## src/rtl/wog_pkg.sv

```systemverilog
package wog_pkg;
  typedef enum logic [1:0] {
    WV_OFF     = 2'b00,
    WV_NOISE   = 2'b01,
    WV_TRI     = 2'b10,
    WV_TRI_ALT = 2'b11
  } wave_mode_e;

  function automatic logic is_tri(input wave_mode_e m);
    return (m == WV_TRI) || (m == WV_TRI_ALT);
  endfunction
endpackage

```

## src/rtl/wog_cfg.sv

```systemverilog
module wog_cfg
  import wog_pkg::*;
#(
  parameter int AMP_W = 4
) (
  input  logic             clk,
  input  logic             rst,
  input  logic             chan_en,
  input  logic             we,
  input  logic [1:0]       mode_in,
  input  logic [AMP_W-1:0] amp_in,
  output wave_mode_e       mode_q,
  output logic [AMP_W-1:0] amp_q,
  output logic             init_o
);
  assign init_o = we && !chan_en;

  always_ff @(posedge clk) begin
    if (rst) begin
      mode_q <= WV_OFF;
      amp_q  <= '0;
    end else if (init_o) begin
      mode_q <= wave_mode_e'(mode_in);
      amp_q  <= amp_in;
    end
  end

  p_cfg_locked_r6: assert property (@(posedge clk) disable iff (rst)
    chan_en |=> ($stable(mode_q) && $stable(amp_q)));
endmodule

```

## src/rtl/wog_lfsr.sv

```systemverilog
module wog_lfsr #(
  parameter int           W    = 12,
  parameter logic [W-1:0] TAPS = 12'h829,
  parameter logic [W-1:0] SEED = 12'hACE
) (
  input  logic         clk,
  input  logic         rst,
  input  logic         init,
  input  logic         step,
  output logic [W-1:0] state
);
  logic fb;
  assign fb = ^(state & TAPS);

  always_ff @(posedge clk) begin
    if (rst || init) state <= SEED;
    else if (step)   state <= {state[W-2:0], fb};
  end

  p_lfsr_live_r3: assert property (@(posedge clk) disable iff (rst)
    state != '0);
  p_lfsr_hold_r3: assert property (@(posedge clk) disable iff (rst)
    (!step && !init) |=> $stable(state));
endmodule

```

## src/rtl/wog_tri.sv

```systemverilog
module wog_tri #(
  parameter int W = 12
) (
  input  logic         clk,
  input  logic         rst,
  input  logic         init,
  input  logic         step,
  input  logic [W-1:0] peak,
  output logic [W-1:0] cnt
);
  logic rising;

  always_ff @(posedge clk) begin
    if (rst || init) begin
      cnt    <= '0;
      rising <= 1'b1;
    end else if (step) begin
      if (rising) begin
        if (cnt >= peak) begin
          rising <= 1'b0;
          cnt    <= cnt - 1'b1;
        end else begin
          cnt <= cnt + 1'b1;
        end
      end else begin
        if (cnt == '0) begin
          rising <= 1'b1;
          cnt    <= cnt + 1'b1;
        end else begin
          cnt <= cnt - 1'b1;
        end
      end
    end
  end

  p_tri_bound_r4: assert property (@(posedge clk) disable iff (rst)
    cnt <= peak);
  p_tri_unit_step_r4: assert property (@(posedge clk) disable iff (rst)
    (step && !init) |=> ((cnt == $past(cnt) + 1'b1) || (cnt == $past(cnt) - 1'b1)));
endmodule

```

## src/rtl/wave_overlay_gen.sv

```systemverilog
module wave_overlay_gen
  import wog_pkg::*;
#(
  parameter int              DATA_W    = 12,
  parameter int              AMP_W     = 4,
  parameter logic [DATA_W-1:0] LFSR_TAPS = 12'h829,
  parameter logic [DATA_W-1:0] LFSR_SEED = 12'hACE
) (
  input  logic              clk,
  input  logic              rst,
  input  logic              chan_en,
  input  logic              trig_en,
  input  logic              trig,
  input  logic              cfg_we,
  input  logic [1:0]        cfg_mode,
  input  logic [AMP_W-1:0]  cfg_amp,
  input  logic [DATA_W-1:0] hold_val,
  output logic [DATA_W-1:0] out_val,
  output logic [1:0]        mode_rb,
  output logic [AMP_W-1:0]  amp_rb
);
  wave_mode_e        mode_q;
  logic [AMP_W-1:0]  amp_q;
  logic              gen_init;
  logic              accept;
  logic [DATA_W-1:0] amp_mask;
  logic [DATA_W-1:0] lfsr_q;
  logic [DATA_W-1:0] tri_q;
  logic [DATA_W-1:0] wave_sample;

  wog_cfg #(.AMP_W(AMP_W)) cfg_i (
    .clk(clk), .rst(rst), .chan_en(chan_en), .we(cfg_we),
    .mode_in(cfg_mode), .amp_in(cfg_amp),
    .mode_q(mode_q), .amp_q(amp_q), .init_o(gen_init)
  );

  // Mask bit i set when i <= n; values beyond the width fill every bit.
  for (genvar i = 0; i < DATA_W; i++) begin : g_mask
    assign amp_mask[i] = (32'(amp_q) >= i);
  end

  assign accept = chan_en && trig_en && trig;

  wog_lfsr #(.W(DATA_W), .TAPS(LFSR_TAPS), .SEED(LFSR_SEED)) lfsr_i (
    .clk(clk), .rst(rst), .init(gen_init),
    .step(accept && (mode_q == WV_NOISE)), .state(lfsr_q)
  );

  wog_tri #(.W(DATA_W)) tri_i (
    .clk(clk), .rst(rst), .init(gen_init),
    .step(accept && is_tri(mode_q)), .peak(amp_mask), .cnt(tri_q)
  );

  always_comb begin
    unique case (mode_q)
      WV_NOISE:          wave_sample = lfsr_q & amp_mask;
      WV_TRI, WV_TRI_ALT: wave_sample = tri_q;
      default:           wave_sample = '0;
    endcase
  end

  always_ff @(posedge clk) begin
    if (rst)                      out_val <= '0;
    else if (chan_en && !trig_en) out_val <= hold_val;
    else if (accept)              out_val <= hold_val + wave_sample;
  end

  assign mode_rb = mode_q;
  assign amp_rb  = amp_q;

  p_bypass_follow_r7: assert property (@(posedge clk) disable iff (rst)
    (chan_en && !trig_en) |=> (out_val == $past(hold_val)));
  p_disabled_keep_r8: assert property (@(posedge clk) disable iff (rst)
    !chan_en |=> $stable(out_val));
  p_off_copy_r2: assert property (@(posedge clk) disable iff (rst)
    (accept && mode_q == WV_OFF) |=> (out_val == $past(hold_val)));
endmodule

```

## config.mk

```make
export PLATFORM = sky130hd
export DESIGN_NAME = wave_overlay_gen
export DESIGN_NICKNAME = d
export VERILOG_FILES = /design/src/rtl/wog_pkg.sv /design/src/rtl/wog_cfg.sv /design/src/rtl/wog_lfsr.sv /design/src/rtl/wog_tri.sv /design/src/rtl/wave_overlay_gen.sv
export SDC_FILE = /design/constraint.sdc
export NUM_CORES = 1
export LEC_CHECK = 0
export CAP_MARGIN = 10
export CORE_UTILIZATION = 59
export CTS_BUF_LIST = sky130_fd_sc_hd__clkbuf_16
export CTS_CLUSTER_DIAMETER = 200
export DETAILED_ROUTE_END_ITERATION = 16
export DONT_BUFFER_PORTS = 1
export GPL_TIMING_DRIVEN = 0
export PLACE_DENSITY = 0.75
export SETUP_SLACK_MARGIN = 0.15
export SYNTH_ARGS = -nofsm -noshare
export SYNTH_HDL_FRONTEND = slang
export SYNTH_SLANG_ARGS = --single-unit
```

## constraint.sdc

```tcl
create_clock -name clk -period 4.4 [get_ports clk]
set_clock_uncertainty 0.1 [all_clocks]
set_input_delay 0.44 -clock clk [delete_from_list [all_inputs] [get_ports clk]]
set_output_delay 0.44 -clock clk [all_outputs]
set_load 0.03 [all_outputs]
```

==> impl_metrics.py <==
metrics = {
    "layout": {
        "ff_latch_area_um2": 861,
        "antenna_cells": 0,
        "final_nets": 484,
        "drive_above_1_share": 0.0460,
        "area_growth_syn_to_layout_pct": 7.05,
        "nFillCells": 483,
        "multi_input_area_um2": 2160,
    },
    "cts": {
        "cts.sinks": 43,
        "clockBufferDepth": 2,
        "postCtsHoldBufs": 0,
        "root_buffer": "clkbuf_16",
        "htreeDepth": 2,
        "clk_pin_slew_ps": 60,
        "numCtsBuffers": 5,
        "clock_latency_ps": 280,
        "cts_tree": "built",
        "cts_setup_buffers": 0,
        "post_cts_resized": 0,
    },
    "pwr": {
        "power_leakage_nw": 1.35,
        "power.density_nw_per_um2": 264,
        "peakVddDrop_mv": 0.185,
    },
    "drt": {
        "routedWlPerCell_um": 16.7,
        "antenna_left": 0,
        "dr.pass1.iters": 5,
        "via_per_inst": 6.47,
        "postRouteWirelength_mm": 8.44,
        "drc_errors": 0,
        "num_vias": 3266,
        "drt-initial-drc-count": 268,
    },
    "floorplan": {
        "floorplan.initialDensity": 0.618,
        "core_um2": 5140,
        "rows": 26,
        "num_io_pins": 42,
        "die_h_um": 75.4,
        "die_x_um": 75.4,
        "dieArea_um2": 5680,
    },
    "sta": {
        "clock.fmax_mhz": 274,
        "setup_slack_ps": 750,
        "timing.final.crit_period_ps": 3650,
        "tns_ps": 0,
        "slew_violations": 0,
        "period_share": 0.830,
        "tightest_slew_ps": 880,
        "slew_headroom": 0.406,
        "rsz0062_at_grt": "false",
        "setup_viol_count_final": 0,
        "finalHoldViolations": 0,
    },
    "outcome": {
        "status": "finished, final reports clean",
    },
    "global_routing": {
        "grt_pass1_vias": 2766,
        "grt_max_degree": 13,
        "antenna_found_initial": 0,
        "grt_pass1_wl_mm": 13.2,
        "gr-total-overflow": 0,
        "track_usage": 0.309,
    },
    "yosys": {
        "synth_flop_cell": "dfxtp_1",
        "syn-num-nets": 477,
        "yosysWarnings": 0,
        "synthArstFlopShare": 0,
        "synth_area_um2": 3180,
        "synth-seq-cells": 43,
        "ys_seq_area_frac": 0.271,
        "syn_area_per_cell_um2": 7.44,
        "synth_edf_count": 0,
        "netlist_instances": 427,
        "ys_types": 61,
    },
    "setup_path": {
        "timing_worst_setup_path_type": "reg -> reg",
        "end_kind": "register",
        "path_max_fanout": 10,
        "critical_path.startpoint_type": "register",
        "crit_arrival_ps": 3760,
        "required_ps": 4510,
    },
    "place": {
        "gp_congestion": 0.878,
        "port_buffers": 0,
        "dpl.hpwl_mm": 6.28,
        "dp_slack_ps": 852,
    },
    "worst_hold_path": {
        "holdCritPathClass": "in -> reg",
    },
    "flow_run": {
        "maxCapViolations": 0,
    },
}
-- synthesized netlist by cell type, types with 4 or more instances --
cell | count | area, µm²
nand3_1 | 25 | 125
xnor2_1 | 5 | 43.8
mux2i_1 | 9 | 90.1
o31ai_1 | 4 | 30.0
nand4_1 | 4 | 25.0
inv_1 | 14 | 52.6
nor3_1 | 14 | 70.1
a21o_1 | 6 | 45.0
nor4_1 | 8 | 50.1
o21a_1 | 6 | 45.0
or3_1 | 9 | 56.3
a31oi_1 | 7 | 43.8
nand2_1 | 71 | 267
o21ai_0 | 30 | 150
clkbuf_1 | 17 | 63.8
a211oi_1 | 9 | 67.6
nor2b_1 | 6 | 37.5
a21oi_1 | 23 | 115
nor2_1 | 29 | 109
dfxtp_1 | 43 | 861
ha_1 | 25 | 313
and3_1 | 4 | 25.0
-- state kept, by name, indices dropped and copies added, names as in the netlist --
name and cells:
lfsr_i.state 12, tri_i.rising 1, tri_i.cnt 12, cfg_i.amp_q 4, out_val 12, cfg_i.mode_q 2
-- cell families after synthesis --
family	Yosys count	synth area share
AOI/OAI and AO/OA	112	0.229
muxes	10	0.0319
DFF	43	0.271
xor gates and xnor gates	7	0.0193
adders and majority gates	26	0.105
buffers and inverters	39	0.0496
and+or+nand+nor	190	0.295
-- per-stage QoR --
| stage | power [W] | instance area, µm² | cells | hold WS (ps) | utilization |
|---|---|---|---|---|---|
| floorplan | 0.000524 | 3180 | 427 | 345 | - |
| global placement | 0.000548 | 3270 | 497 | 356 | 0.635 |
| detailed placement | 0.000551 | 3270 | 497 | 360 | 0.635 |
| CTS | 0.000905 | 3400 | 505 | 200 | 0.662 |
| global route | 0.000932 | 3400 | 505 | 203 | 0.662 |
| finish | 0.000898 | 3400 | 505 | 207 | 0.662 |
-- final cells by class --
type                       count  share of cell area
sequential                    43               0.253
tap                           70              0.0257
multi-input combinational    345               0.635
buffer                        23              0.0287
inverter                      16              0.0177
clock buffer                   5              0.0368
clock inverter                 3             0.00331
-- cells in the final DEF, fill, tap and decap left out, types with 5 or more instances in the layout --
cell type  count
o21ai_0       30
a21o_1         6
ha_1          25
nand2_1       71
xnor2_1        5
nor4_1         8
a31oi_1        7
a21oi_1       23
o21a_1         6
nor2b_1        6
mux2i_1        9
nor2_1        29
inv_1         15
or3_1          9
nor3_1        14
nand3_1       25
clkbuf_1      17
clkbuf_16      5
a211oi_1       9
dfxtp_1       43
-- power breakdown --
group | total (W) | leakage (nW) | internal (W) | switching, W
clock | 0.000353 | 0.0701 | 0.000204 | 0.000149
combinational | 0.000109 | 0.931 | 0.0000389 | 0.0000699
sequential | 0.000436 | 0.350 | 0.000403 | 0.0000334
-- critical path, cell delays in order, from the launching register on --
cell and delay (ps):
dfxtp_1 570, clkbuf_1 410, nor2b_1 90, clkbuf_1 230, a32oi_1 380, inv_1 90
ha_1 300, a211oi_1 420, o21ai_0 270, a41oi_1 330, xnor2_1 160, nand2_1 70
a31oi_1 160
-- routing by layer --
layer  share of wire  routed length [µm]  GRT usage  vias up
li1                -                   -          -     1576
met1            0.46                3910      0.447     1535
met2            0.44                3750      0.472      145
met3           0.081                 681     0.0569       10
met4           0.013                 108     0.0802        0
met5               0                   0          0        -
-- worst paths after layout --
| path | start | endpoint | slack [ps] | cells past startpoint |
|---|---|---|---|---|
| worst max-delay path | cfg_i.mode_q[1] | out_val[9] | 750 | 12 |
| worst min-delay path | hold_val[5] | out_val[5] | 210 | 2 |
| worst max register to register | cfg_i.mode_q[1] | out_val[9] | 750 | 12 |
| worst min register to register | lfsr_i.state[4] | lfsr_i.state[5] | 370 | 2 |
Note: power is estimated with default switching activity, not from simulation.
